$ cat src/rtl/exc_arb_pkg.sv
package exc_arb_pkg;
    typedef enum logic [4:0] {
        CAUSE_NONE    = 5'd0,
        CAUSE_FETCH   = 5'd1,
        CAUSE_ILLEGAL = 5'd2,
        CAUSE_BREAK   = 5'd3,
        CAUSE_LOAD    = 5'd5,
        CAUSE_STORE   = 5'd7,
        CAUSE_ECALL   = 5'd11
    } cause_e;
endpackage

$ cat src/rtl/id_fault_sel.sv
module id_fault_sel
    import exc_arb_pkg::*;
#(
    parameter int XLEN     = 32,
    parameter bit INCL_MEM = 1'b0
) (
    input  logic            valid_i,
    input  logic [XLEN-1:0] pc_i,
    input  logic            fetch_err_i,
    input  logic            fetch_hi_i,
    input  logic            illegal_i,
    input  logic            ecall_i,
    input  logic            ebreak_i,
    input  logic            mem_err_i,
    input  logic            mem_store_i,
    input  logic [XLEN-1:0] mem_addr_i,
    output logic            fault_o,
    output cause_e          cause_o,
    output logic [XLEN-1:0] tval_o
);
    localparam logic [XLEN-1:0] HALF_STEP = XLEN'(2);

    logic            mem_fault;
    cause_e          mem_cause;
    logic [XLEN-1:0] mem_tval;

    generate
        if (INCL_MEM) begin : g_mem
            assign mem_fault = mem_err_i;
            assign mem_cause = mem_store_i ? CAUSE_STORE : CAUSE_LOAD;
            assign mem_tval  = mem_addr_i;
        end else begin : g_nomem
            logic unused_mem_in;
            assign unused_mem_in = ^{mem_err_i, mem_store_i, mem_addr_i};
            assign mem_fault = 1'b0;
            assign mem_cause = CAUSE_NONE;
            assign mem_tval  = '0;
        end
    endgenerate

    always_comb begin
        fault_o = 1'b0;
        cause_o = CAUSE_NONE;
        tval_o  = '0;
        if (valid_i) begin
            if (fetch_err_i) begin
                fault_o = 1'b1;
                cause_o = CAUSE_FETCH;
                tval_o  = fetch_hi_i ? pc_i + HALF_STEP : pc_i;
            end else if (illegal_i) begin
                fault_o = 1'b1;
                cause_o = CAUSE_ILLEGAL;
            end else if (ecall_i) begin
                fault_o = 1'b1;
                cause_o = CAUSE_ECALL;
            end else if (ebreak_i) begin
                fault_o = 1'b1;
                cause_o = CAUSE_BREAK;
                tval_o  = pc_i;
            end else if (mem_fault) begin
                fault_o = 1'b1;
                cause_o = mem_cause;
                tval_o  = mem_tval;
            end
        end
    end
endmodule

$ cat src/rtl/wb_fault_sel.sv
module wb_fault_sel
    import exc_arb_pkg::*;
#(
    parameter int XLEN    = 32,
    parameter bit PRESENT = 1'b1
) (
    input  logic            valid_i,
    input  logic            done_i,
    input  logic            err_i,
    input  logic            store_i,
    input  logic [XLEN-1:0] addr_i,
    output logic            fault_o,
    output logic            busy_o,
    output cause_e          cause_o,
    output logic [XLEN-1:0] tval_o
);
    generate
        if (PRESENT) begin : g_wb
            assign fault_o = valid_i & done_i & err_i;
            assign busy_o  = valid_i & ~done_i;
            assign cause_o = store_i ? CAUSE_STORE : CAUSE_LOAD;
            assign tval_o  = addr_i;
        end else begin : g_nowb
            logic unused_wb_in;
            assign unused_wb_in = ^{valid_i, done_i, err_i, store_i, addr_i};
            assign fault_o = 1'b0;
            assign busy_o  = 1'b0;
            assign cause_o = CAUSE_NONE;
            assign tval_o  = '0;
        end
    endgenerate
endmodule

$ cat src/rtl/nmi_tracker.sv
module nmi_tracker (
    input  logic clk_i,
    input  logic rst_ni,
    input  logic set_i,
    input  logic ack_i,
    output logic pend_o
);
    typedef struct packed {
        logic pend;
    } nmi_st_t;

    nmi_st_t st_d, st_q;

    always_comb begin
        st_d = st_q;
        if (ack_i) st_d.pend = 1'b0;
        if (set_i) st_d.pend = 1'b1;
    end

    always_ff @(posedge clk_i or negedge rst_ni) begin
        if (!rst_ni) st_q <= '0;
        else         st_q <= st_d;
    end

    assign pend_o = st_q.pend;

    // an error always leaves the request raised
    p_nmi_set_r8: assert property (@(posedge clk_i) disable iff (!rst_ni)
        set_i |=> pend_o);
    // request is sticky until acknowledged
    p_nmi_hold_r8: assert property (@(posedge clk_i) disable iff (!rst_ni)
        (pend_o && !ack_i) |=> pend_o);
endmodule

$ cat src/rtl/exc_arbiter.sv
module exc_arbiter
    import exc_arb_pkg::*;
#(
    parameter int XLEN     = 32,
    parameter bit WB_STAGE = 1'b1
) (
    input  logic            clk_i,
    input  logic            rst_ni,
    input  logic            idx_valid_i,
    input  logic [XLEN-1:0] idx_pc_i,
    input  logic            idx_fetch_err_i,
    input  logic            idx_fetch_hi_i,
    input  logic            idx_illegal_i,
    input  logic            idx_ecall_i,
    input  logic            idx_ebreak_i,
    input  logic            idx_mem_err_i,
    input  logic            idx_mem_store_i,
    input  logic [XLEN-1:0] idx_mem_addr_i,
    input  logic            wb_valid_i,
    input  logic            wb_done_i,
    input  logic            wb_err_i,
    input  logic            wb_store_i,
    input  logic [XLEN-1:0] wb_addr_i,
    input  logic            intg_err_i,
    input  logic            nmi_ack_i,
    output logic            trap_o,
    output logic [4:0]      cause_o,
    output logic [XLEN-1:0] tval_o,
    output logic            flush_o,
    output logic            nmi_req_o,
    output logic            id_adv_o,
    output logic            id_hold_o
);
    typedef struct packed {
        logic            trap;
        cause_e          cause;
        logic [XLEN-1:0] tval;
        logic            flush;
    } out_st_t;

    out_st_t st_d, st_q;

    logic            id_fault, wb_fault, wb_busy;
    cause_e          id_cause, wb_cause;
    logic [XLEN-1:0] id_tval, wb_tval;
    logic            take_wb, take_id;

    id_fault_sel #(.XLEN(XLEN), .INCL_MEM(!WB_STAGE)) i_id_sel (
        .valid_i     (idx_valid_i),
        .pc_i        (idx_pc_i),
        .fetch_err_i (idx_fetch_err_i),
        .fetch_hi_i  (idx_fetch_hi_i),
        .illegal_i   (idx_illegal_i),
        .ecall_i     (idx_ecall_i),
        .ebreak_i    (idx_ebreak_i),
        .mem_err_i   (idx_mem_err_i),
        .mem_store_i (idx_mem_store_i),
        .mem_addr_i  (idx_mem_addr_i),
        .fault_o     (id_fault),
        .cause_o     (id_cause),
        .tval_o      (id_tval)
    );

    wb_fault_sel #(.XLEN(XLEN), .PRESENT(WB_STAGE)) i_wb_sel (
        .valid_i (wb_valid_i),
        .done_i  (wb_done_i),
        .err_i   (wb_err_i),
        .store_i (wb_store_i),
        .addr_i  (wb_addr_i),
        .fault_o (wb_fault),
        .busy_o  (wb_busy),
        .cause_o (wb_cause),
        .tval_o  (wb_tval)
    );

    nmi_tracker i_nmi (
        .clk_i  (clk_i),
        .rst_ni (rst_ni),
        .set_i  (intg_err_i),
        .ack_i  (nmi_ack_i),
        .pend_o (nmi_req_o)
    );

    // Writeback outranks decode; decode waits while writeback is busy.
    always_comb begin
        take_wb   = wb_fault;
        take_id   = id_fault & ~wb_fault & ~wb_busy;
        id_hold_o = id_fault & ~wb_fault & wb_busy;
        id_adv_o  = idx_valid_i & ~id_fault & ~wb_fault;

        st_d       = st_q;
        st_d.trap  = take_wb | take_id;
        st_d.cause = take_wb ? wb_cause : (take_id ? id_cause : CAUSE_NONE);
        st_d.tval  = take_wb ? wb_tval : (take_id ? id_tval : '0);
        st_d.flush = take_wb | take_id | nmi_ack_i;
    end

    always_ff @(posedge clk_i or negedge rst_ni) begin
        if (!rst_ni) st_q <= '0;
        else         st_q <= st_d;
    end

    assign trap_o  = st_q.trap;
    assign cause_o = st_q.cause;
    assign tval_o  = st_q.tval;
    assign flush_o = st_q.flush;

    // writeback memory fault wins a same-cycle collision
    p_wb_wins_r4: assert property (@(posedge clk_i) disable iff (!rst_ni)
        (wb_fault && id_fault) |=>
            (trap_o && (cause_o == CAUSE_LOAD || cause_o == CAUSE_STORE)));
    // a held decode fault produces no trap
    p_hold_no_trap_r5: assert property (@(posedge clk_i) disable iff (!rst_ni)
        (id_hold_o && !wb_fault) |=> !trap_o);
    // every trap is accompanied by a flush
    p_trap_flush_r9: assert property (@(posedge clk_i) disable iff (!rst_ni)
        trap_o |-> flush_o);
    // a trapping decode instruction never advances
    p_no_adv_trap_r10: assert property (@(posedge clk_i) disable iff (!rst_ni)
        id_fault |-> !id_adv_o);
    // second-half fetch fault reports PC plus 2
    p_tval_hi_r3: assert property (@(posedge clk_i) disable iff (!rst_ni)
        (take_id && idx_fetch_err_i && idx_fetch_hi_i) |=>
            (tval_o == $past(idx_pc_i) + XLEN'(2)));
endmodule

$ cat config.mk
export PLATFORM = sky130hd
export DESIGN_NAME = exc_arbiter
export DESIGN_NICKNAME = d
export VERILOG_FILES = /design/src/rtl/exc_arb_pkg.sv /design/src/rtl/id_fault_sel.sv /design/src/rtl/wb_fault_sel.sv /design/src/rtl/nmi_tracker.sv /design/src/rtl/exc_arbiter.sv
export SDC_FILE = /design/constraint.sdc
export NUM_CORES = 1
export LEC_CHECK = 0
export ABC_AREA = 1
export BUFFER_PORTS_ARGS = -buffer_cell sky130_fd_sc_hd__buf_2
export CAP_MARGIN = 10
export CORE_ASPECT_RATIO = 0.6
export CORE_MARGIN = 5
export CORE_UTILIZATION = 35
export DETAILED_ROUTE_END_ITERATION = 12
export SLEW_MARGIN = 20
export SYNTH_ARGS = -nofsm -noshare
export SYNTH_HDL_FRONTEND = slang
export SYNTH_HIERARCHICAL = 1
export SYNTH_SLANG_ARGS = --single-unit
$ cat constraint.sdc
create_clock -name clk_i -period 1.7 [get_ports clk_i]
set_clock_uncertainty 0.05 [all_clocks]
set_input_delay 0.34 -clock clk_i [delete_from_list [all_inputs] [get_ports clk_i]]
set_output_delay 0.34 -clock clk_i [all_outputs]
set_load 0.1 [all_outputs]
* Word level (Yosys, flattened, before mapping)
Index checks and enable logic that the tools add are counted.
** Storage, ports and cells
- Input port bits :: 112
- Word-level logic and storage cells :: 44
- Output and inout port bits :: 42
- Register bits :: 40
** Operators by class
- Muxes and demuxes :: 23
- Add/subtract/negate cells :: 1
- Reductions and logical operators :: 1
- Bitwise gates (word level) :: 14
** Operators by type and width (count)
- 2-to-1 mux 32 bit :: 8
- adder 32 x 2 -> 32 bit, second input constant :: 1
- 2-to-1 mux 5 bit :: 6
- AND 1 bit :: 8
- 2-to-1 mux 1 bit :: 7
- 2-to-1 mux 2 bit :: 2
- NOT 1 bit :: 4
- OR 1 bit :: 2
- nonzero test 2 bit :: 1

* Logic depth before layout (Yosys ltp)
Gate-level depths: netlist of the first run.
- Depth after elaboration :: 9
- Depth in mapped cells :: 12
- Mapped depth without buffers :: 12

* Hierarchy
The synthesis of the first run kept the hierarchy.
** By module, submodules not included
- exc_arbiter :: cells each 175, area each 1684.1 um^2, times used 1, sequential area each 975.9 um^2
- id_fault_sel :: cells each 222, area each 1072.3 um^2, times used 1, sequential area each 0.0 um^2
- wb_fault_sel :: cells each 44, area each 306.5 um^2, times used 1, sequential area each 0.0 um^2
- nmi_tracker :: cells each 5, area each 40.0 um^2, times used 1, sequential area each 25.0 um^2

* Worst setup path before layout of the first run
No wires, ideal clock.
- Path kind :: input -> output
- From :: input port idx_fetch_err_i
- To :: output port id_hold_o
- Arrival time :: 2.169 ns
- Buffers on the path :: 2
- Setup slack :: -0.859 ns
- Required time :: 1.310 ns
- Stages :: 6
- Path through :: buf_4 -> inv_1 -> a21oi_1 -> buf_6 -> inv_2 -> nor3_2
** On the way
- Cells in the longest elaborated chain, start to end :: 4
** RTL lines
- start, declared :: line exc_arbiter.sv:11 : input logic idx_fetch_err_i,
- 2-to-1 mux 1 bit :: line id_fault_sel.sv:46 : if (fetch_err_i) begin
- 2-to-1 mux 1 bit :: line id_fault_sel.sv:45 : if (valid_i) begin
- net id_fault :: line exc_arbiter.sv:43 : logic id_fault, wb_fault, wb_busy;
- AND 1 bit (2 in series) :: line exc_arbiter.sv:88 : id_hold_o = id_fault & ~wb_fault & wb_busy;
- end, declared :: line exc_arbiter.sv:32 : output logic id_hold_o
The timed path passes the listed nets, and every way through them passes these cells.

* Final worst setup path of the first run
Same ends and word-level chain as after synthesis.

==> impl_metrics.ini, run 1 <==
[run_status]
outcome = complete, no violations

[global_routing]
grt_antenna_before_repair = 0
grt_use_met2_pct = 23.9
grt_use_met1_pct = 23.4
grt_busiest_layer = met2
track_usage_pct = 16.5
grt_pass1_vias = 3019
grt_pass1_wl_mm = 14.9
grt_max_degree = 39
gr-total-overflow = 0
grtUsageMet3_pct = 5.56

[critical_path]
cp.arrival_ps = 1220
cp_max_fo = 7
worstSetupStartpointType = input pin
cp.required_ps = 1310
r2r-start = i_nmi/pend_o
endpoint_kind = output pin
worstSetupPathType = input pin to output pin
rr_endpoint = i_nmi/pend_o
regToRegSetupSlack_ps = 1070
reg2regPathDepth = 2

[sta]
finalSetupViolations = 0
finalCriticalPeriod_ps = 1610
finalHoldViolCount = 0
period_share_pct = 94.8
holdWs_ps = 186
slew_violations = 0
rsz0062_at_grt = false
max_freq_ghz = 0.620

[detailed_routing]
wl_per_cell_um = 13.5
vias_per_cell = 4.62
antenna_left = 0
drtIter0Drc = 170
wirelength_mm = 8.86
firstDrtPassIters = 4
num_vias = 3042
drc_errors = 0

[floorplan]
num_rows = 26
core_um2 = 8590
die_y_um = 82.9
initial_core_util_pct = 36.1
die_area_um2 = 10900
fp.dieW_um = 132
pin_count = 154

[clock_network]
cts.clk_slew.worst_paths_ps = 60
cts_resized = 0
insertion_delay_ps = 280
root_buffer = clkbuf_16
cts_tree = yes
cts_buffers = 5
htree_levels = 2
clockBufferDepth = 2
clock-sinks = 40

[layout]
final_cell_mix = nand2_1 (138), buf_2 (117), nand4_1 (41)
nFillCells = 899
final_common_cell = nand2_1
syn2layout_area_growth_pct = 24.0
final_util_pct = 44.8
final_nets = 658
ff_latch_area_um2 = 1000
multiInputGateArea_um2 = 1510
diodes = 0
drive_gt1_share_pct = 33.9

[synth]
syn_area_um2 = 3100
synth_warnings = 6
synth-seq-cells = 40
yosysTopAreaCell = dfrtp_1
synthCells = 446
syn_area_per_cell_um2 = 6.96
yosysTopAreaCellShare_pct = 32.3
synth-seq-area-share_pct = 32.3
synth_area_leaders = dfrtp_1 (32%), nand2_1 (17%), buf_4 (10%), nand4_1 (8.3%), inv_1 (5.0%)
synth_cell_type_count = 31

[worst_hold_path]
whs_endpoint = i_nmi/pend_o
hold_depth = 3
hp-class = input pin to flip-flop
min_from = intg_err_i

[power_and_ir_drop]
powerDensity_nw_per_um2 = 751
leakagePower_nw = 2.19
vdd_drop_max_mv = 0.351

[run]
maxCapViolations = 0

[placement]
gp_congestion = 0.852
hpwl_mm = 7.01
numPortBuffers = 119
sequential cells by signal, indices dropped and copies added, names as in the netlist:
| register | count |
|---|---|
| cause_o | 5 |
| tval_o | 32 |
| flush_o | 1 |
| trap_o | 1 |
| i_nmi/pend_o | 1 |
metal layers:
| metal | vias up | part of all wire [%] |
|---|---|---|
| met5 | - | 0 |
| met4 | 0 | 1.0 |
| met3 | 10 | 8.2 |
| met2 | 110 | 41 |
| met1 | 1331 | 50 |
| li1 | 1591 | - |
final cells by class:
class                      instances  area share, %
timing repair buffer             148           22.6
inverter                          45           4.52
clock buffer                       8           3.81
tap                              112           3.64
multi-input combinational        305           39.4
sequential                        40           26.0
per-stage QoR:
step                total power [mW]  TNS (ps)  cell area [µm²]  std cells  setup WS, ps
floorplan                       1.73      -285             3160        449          -240
global placement                1.93      -162             3690        649         -45.4
detailed placement              1.94      -701             3690        649          -127
CTS                             2.94         0             3850        658          77.4
global route                    3.05         0             3850        658          13.7
finish                          2.89         0             3850        658          88.2
cells in the mapped netlist, drive strengths merged:
| master | count |
|---|---|
| nor3b | 1 |
| nand3b | 2 |
| buf | 59 |
| o21a | 1 |
| o21bai | 1 |
| o22ai | 1 |
| ha | 1 |
| o21ai | 9 |
| nor2 | 46 |
| nor3 | 5 |
| nand4 | 42 |
| a31oi | 2 |
| dfrtp | 40 |
| nand2 | 139 |
| conb | 3 |
| inv | 45 |
| a211oi | 1 |
| nand3 | 25 |
| o21ba | 1 |
| a21oi | 22 |
power by group:
group / switching (mW) / internal [mW]
Combinational: 0.690 / 0.223
Sequential: 0.0121 / 1.00
Clock: 0.377 / 0.586
Total: 1.08 / 1.81
worst max-delay path by stage:
stage                      end             from  slack (ps)
floorplan            id_hold_o     idx_ebreak_i        -240
global placement    tval_o[19]      idx_pc_i[1]         -50
detailed placement  tval_o[11]      idx_pc_i[1]        -130
CTS                  id_hold_o  idx_fetch_err_i          80
global route          id_adv_o     idx_ebreak_i          10
finish               id_hold_o  idx_fetch_err_i          90
critical path: stages:
cell and delay [ps]:
buf_2 120, buf_4 160, inv_4 50, a21oi_4 150
inv_4 50, nor3_4 150, buf_12 200
kinds of logic after synthesis:
| kind of cell | synth area share, % |
|---|---|
| AO/OA/AOI/OAI | 6.65 |
| adder cells (fa/ha/maj) | 0.403 |
| buffers and inverters | 20.6 |
| flip-flops | 32.3 |
| other | 0.363 |
| AND/OR/NAND/NOR | 39.7 |
what timing repair did:
item                                   in CTS  in global routing
hold buffers                                1                  0
endpoints found under the hold margin      18                  0
setup buffers                               0                  0
setup endpoints to repair                   0                  0
Note: power is estimated with default switching activity, not from simulation.
==> run 2: changes to the inputs <==
--- a/config.mk
+++ b/config.mk
@@ -5,13 +5,13 @@
 export SDC_FILE = /design/constraint.sdc
 export NUM_CORES = 1
 export LEC_CHECK = 0
-export ABC_AREA = 1
 export BUFFER_PORTS_ARGS = -buffer_cell sky130_fd_sc_hd__buf_2
 export CAP_MARGIN = 10
 export CORE_ASPECT_RATIO = 0.6
 export CORE_MARGIN = 5
 export CORE_UTILIZATION = 35
 export DETAILED_ROUTE_END_ITERATION = 12
+export SKIP_LAST_GASP = 1
 export SLEW_MARGIN = 20
 export SYNTH_ARGS = -nofsm -noshare
 export SYNTH_HDL_FRONTEND = slang
==> run 2 against run 1 <==
Effect of this change: the flow now finishes with violations (setup timing); area after synthesis shrank 5.5%; global-route usage grew 0.55 points; routed wire length grew 4.1%; via count shrank 1.4%; critical path type is now input pin to flip-flop.
==> impl_metrics.ini, run 2 <==
[layout]
largest_reg_flops = 32
final_nets = 615
stdcell_count = 611
nFillCells = 804
diodes = 0
final_common_cell = buf_2
syn2layout_area_growth_pct = 44.2
final_cell_mix = buf_2 (111), buf_4 (56), nand2_1 (46)
drive_gt1_share_pct = 46.1

[critical_path]
regToRegSetupSlack_ps = 990
reg2regPathDepth = 1
cp_max_fo = 6
worstSetupPathType = input pin to flip-flop
worstSetupStartpointType = input pin
endpoint_kind = flip-flop
crit_start = idx_pc_i[8]
r2r-start = i_nmi/pend_o
cp.required_ps = 1860
cp.arrival_ps = 2100

[clock_network]
cts_tree = yes
cts.clk_slew.worst_paths_ps = 60
insertion_delay_ps = 280
htree_levels = 2
root_buffer = clkbuf_16
clockBufferDepth = 2
cts_buffers = 5
clock-sinks = 40

[global_routing]
track_usage_pct = 17.0
gr-total-overflow = 0
grt_max_degree = 42
grt_pass1_wl_mm = 14.2
grt_antenna_before_repair = 0
grt_pass1_vias = 2881

[floorplan]
core_um2 = 8010
initial_core_util_pct = 36.6
pin_count = 154
die_area_um2 = 10400
fp.dieW_um = 128
num_rows = 25
die_y_um = 80.9

[run]
maxCapViolations = 0

[synth]
synthFlopType = dfrtp_1
post-synth-top-count-cell = nand2_1
async_flop_share_pct = 100
synthCells = 368
yosysTopAreaCell = dfrtp_1
synth_common_cells = nand2_1 (48), buf_4 (42), dfrtp_1 (40)
syn_area_per_cell_um2 = 7.97
synth-seq-area-share_pct = 34.1
syn_area_um2 = 2930
synth_warnings = 6
synth_edf_count = 0
synth_cell_type_count = 37
synth_area_leaders = dfrtp_1 (34%), buf_4 (11%), nand2b_1 (8.1%), nand2_1 (6.1%), o21ai_0 (6.0%)
synth-seq-cells = 40
yosysTopAreaCellShare_pct = 34.1

[detailed_routing]
wirelength_mm = 9.22
wl_per_cell_um = 15.1
vias_per_cell = 4.91
firstDrtPassIters = 4
drtIter0Drc = 165
drc_errors = 0
num_vias = 2998
antenna_left = 0

[sta]
rsz0062_at_grt = true
tightest_slew_ps = 517
finalHoldViolCount = 0
slew_violations = 0
finalSetupViolations = 20
max_freq_ghz = 0.516
period_share_pct = 114
relSlewSlack_pct = 65.5
finalCriticalPeriod_ps = 1940
setup_ws_ps = -237
tns_ps = -3410

[power_and_ir_drop]
leakagePower_nw = 1.93
vdd_drop_max_mv = 0.355
powerDensity_nw_per_um2 = 726

[worst_hold_path]
min_from = intg_err_i
hp-class = input pin to flip-flop
hold_depth = 2

[placement]
numPlacedInstances = 591
dp_slack_ps = -541
hpwl_mm = 6.57
gp_congestion = 0.832
numPortBuffers = 119

[run_status]
violations = setup timing
outcome = complete, but fails checks
## run 2: cell count changes after synthesis, sizes merged, moves of 17 or more
cell / change
nand4: -32
nor2: -33
nand2b: +39
o21ai: +32
inv: -39
o31ai: +17
or4: +19
nand2: -91
## run 2: final timing paths
path / endpoint
worst max-delay path: tval_o[22]
worst min-delay path: i_nmi/pend_o
worst max register to register: i_nmi/pend_o
worst min register to register: i_nmi/pend_o
max in group asynchronous: tval_o[8]
min in group asynchronous: tval_o[4]
## run 2: metrics by stage
stage | hold WS [ps] | area (µm²) | utilization (%) | power (mW)
after floorplan | -5.59 | 3030 | - | 1.68
after global placement | 288 | 3790 | 47.3 | 1.94
after detailed placement | 293 | 3790 | 47.3 | 1.95
after CTS | 191 | 3990 | 49.9 | 3.07
after global routing | 190 | 4230 | 52.8 | 3.21
final | 195 | 4230 | 52.8 | 3.07
## run 2: logic make-up (layout without fill, tap and decap cells)
kind of cell,Yosys count,count (layout),synth area share (%)
adder cells (fa/ha/maj),1,1,0.427
XOR/XNOR,10,10,2.99
AND/OR/NAND/NOR,162,165,30.8
other,3,6,0.384
flip-flops,40,40,34.1
buffers and inverters,69,198,15.2
AO/OA/AOI/OAI,83,83,16.1
## run 2: repair_timing
item	4_1_cts	5_1_grt
buffers inserted	2	7
endpoints found under the setup margin	21	23
hold buffers	1	0
gates resized for setup	3	42
pin swaps	4	13
hold endpoints to repair	20	0
gates cloned	0	3
## run 2: metal layers
metal | track usage (%) | routed length [µm]
met1 | 24.5 | 4560
met2 | 25.4 | 3800
met3 | 5.32 | 829
met4 | 2.86 | 39
met5 | 0 | 0
## run 2: critical path: stages
cell      delay, ps
buf_6            70
nand4_1         100
buf_6           150
or4_4           590
or4_1           500
a21oi_2         140
nand2b_1         90
o21ai_1         110
## run 2: report_power, final
part	internal (mW)	switching, mW	total, mW
Sequential	1.00	0.0121	1.01
Combinational	0.293	0.672	0.965
Clock	0.691	0.402	1.09
Total	1.98	1.09	3.07
## run 2: cell type report
cell class	instances	area, µm²	share of cell area [%]
multi-input combinational	265	1680	39.8
timing repair buffer	184	1220	28.9
sequential	40	1000	23.7
tap	108	135	3.20
clock buffer	6	129	3.05
clock inverter	2	35.0	0.829
inverter	6	22.5	0.533
==> run 3: changes to the inputs <==
==> constraint.sdc (replaced) <==
create_clock -name clk_i -period 1.7 [get_ports clk_i]
set_clock_uncertainty 0.05 [all_clocks]
set_input_delay 0.34 -clock clk_i [delete_from_list [all_inputs] [get_ports clk_i]]
set_output_delay 0.34 -clock clk_i [all_outputs]
set_load 0.01 [all_outputs]
==> run 3 against run 2 <==
Effect of this change: the flow still finishes with violations (setup timing); via count up 1.4%; sequential cell count did not move; worst hold slack lost 120 ps; sequential share of layout area is 0.12 points lower; critical path type unchanged.
==> impl_metrics.ini, run 3 (same netlist as run 2, synthesis figures left out) <==
[run_status]
outcome = complete, but fails checks
violations = setup timing

[floorplan]
fp.dieW_um = 128
die_y_um = 80.9
num_rows = 25
die_area_um2 = 10400
initial_core_util_pct = 36.6
core_um2 = 8010
pin_count = 154

[power_and_ir_drop]
powerDensity_nw_per_um2 = 652
total_power_mw = 2.77
leakagePower_nw = 1.96
vdd_drop_max_mv = 0.349

[sta]
finalHoldViolCount = 0
period_share_pct = 116
slew_violations = 0
setup_ws_ps = -278
tightest_slew_ps = 558
max_freq_ghz = 0.506
finalCriticalPeriod_ps = 1980
finalSetupViolations = 20
relSlewSlack_pct = 62.8
rsz0062_at_grt = true

[placement]
hpwl_mm = 6.51
numPortBuffers = 119
gp_congestion = 0.879

[clock_network]
cts_buffers = 5
clockBufferDepth = 2
htree_levels = 2
insertion_delay_ps = 290
cts_tree = yes
cts.clk_slew.worst_paths_ps = 70
root_buffer = clkbuf_16
clock-sinks = 40

[critical_path]
cpMostUsedCell = or4_4
worstSetupStartpointType = input pin
cp.required_ps = 1860
endpoint_kind = flip-flop
crit_slowest_cell = or4_4
crit_buf_inv = 3
cp_cell_sequence = buf_8 > buf_4 > nand2_1 > or4_4 > buf_6 > or4_4 > a21oi_2 > nand2b_1 > o21ai_1
crit_family = simple AND/OR/NAND/NOR gates
cp.arrival_ps = 2140
cp_max_fo = 6
worstSetupPathType = input pin to flip-flop
cpPeakStageDelay_ps = 580

[layout]
final_nets = 620
largest_reg_flops = 32
drive_gt1_share_pct = 47.6
final_common_cell = buf_2
final_cell_mix = buf_2 (110), buf_4 (66), nand2_1 (47)
syn2layout_area_growth_pct = 44.9
nFillCells = 762
diodes = 0
final_util_pct = 53.1

[global_routing]
grt_antenna_before_repair = 0
grt_pass1_vias = 3041
gr-total-overflow = 0
grt_max_degree = 41
grt_pass1_wl_mm = 15.0
track_usage_pct = 18.2

[worst_hold_path]
hp-class = input pin to async pin

[detailed_routing]
firstDrtPassIters = 4
wirelength_mm = 9.55
drc_errors = 0
antenna_left = 0
wl_per_cell_um = 15.5
num_vias = 3040
drtIter0Drc = 114
vias_per_cell = 4.94

[run]
maxCapViolations = 0
==> run 3: cell count changes in the layout (fill, tap and decap cells not counted), sizes merged <==
| cell | delta |
|---|---|
| clkbuf | -1 |
| or4 | -2 |
| dlygate4sd3 | -1 |
| clkinv | -1 |
| buf | +8 |
| inv | +1 |
| clkinvlp | +1 |
==> run 3: path summary, 6_finish.rpt <==
check | startpoint | depth (start not counted) | end | slack (ps)
setup / recovery | idx_pc_i[2] | 9 | tval_o[22] | -280
hold / removal | rst_ni | 2 | tval_o[23] | 80
setup reg to reg | i_nmi/pend_o | 1 | i_nmi/pend_o | 980
hold reg to reg | i_nmi/pend_o | 1 | i_nmi/pend_o | 450
max in group asynchronous | rst_ni | 2 | tval_o[9] | 1150
min in group clk_i | intg_err_i | 2 | i_nmi/pend_o | 180
==> run 3: routing by layer <==
layer	share of wire (%)	GRT usage, %	up-vias
li1	-	-	1513
met1	47	25.1	1410
met2	44	28.6	108
met3	7.8	5.06	9
met4	0.75	3.92	0
met5	0	0	-
==> run 3: repair_timing <==
item / in CTS / in global routing
hold buffers: 0 / 0
pin swaps: 18 / 13
buffers inserted: 12 / 4
cloned: 1 / 0
gates resized for setup: 35 / 25
setup endpoints to repair: 20 / 22
==> run 3: area by class of cell <==
type	count	area [µm²]	area share, %
multi-input cells	263	1680	39.6
repair buffers	191	1240	29.1
flip-flops and latches	40	1000	23.6
well taps	108	135	3.18
clock buffers	5	125	2.94
clock inverters	3	46.3	1.09
inverters	6	22.5	0.530
==> run 3: through the flow <==
stage          cells  setup slack (ps)  cell area (µm²)  setup TNS, ps  hold slack (ps)
6_report         616              -278             4250          -3260             75.7
5_1_grt          616              -321             4250          -5100              139
4_1_cts          612              -230             4110          -2830             93.0
3_5_place_dp     591              -583             3720         -10040              409
3_3_place_gp     591              -527             3720          -9140              402
2_1_floorplan    371              -277             2980          -4220            -5.59
==> run 3: power breakdown <==
part	switching [mW]	leakage, nW	total, mW	internal (mW)
combinational	0.314	1.35	0.608	0.294
sequential	0.0123	0.533	1.01	0.999
clock	0.452	0.0804	1.15	0.699
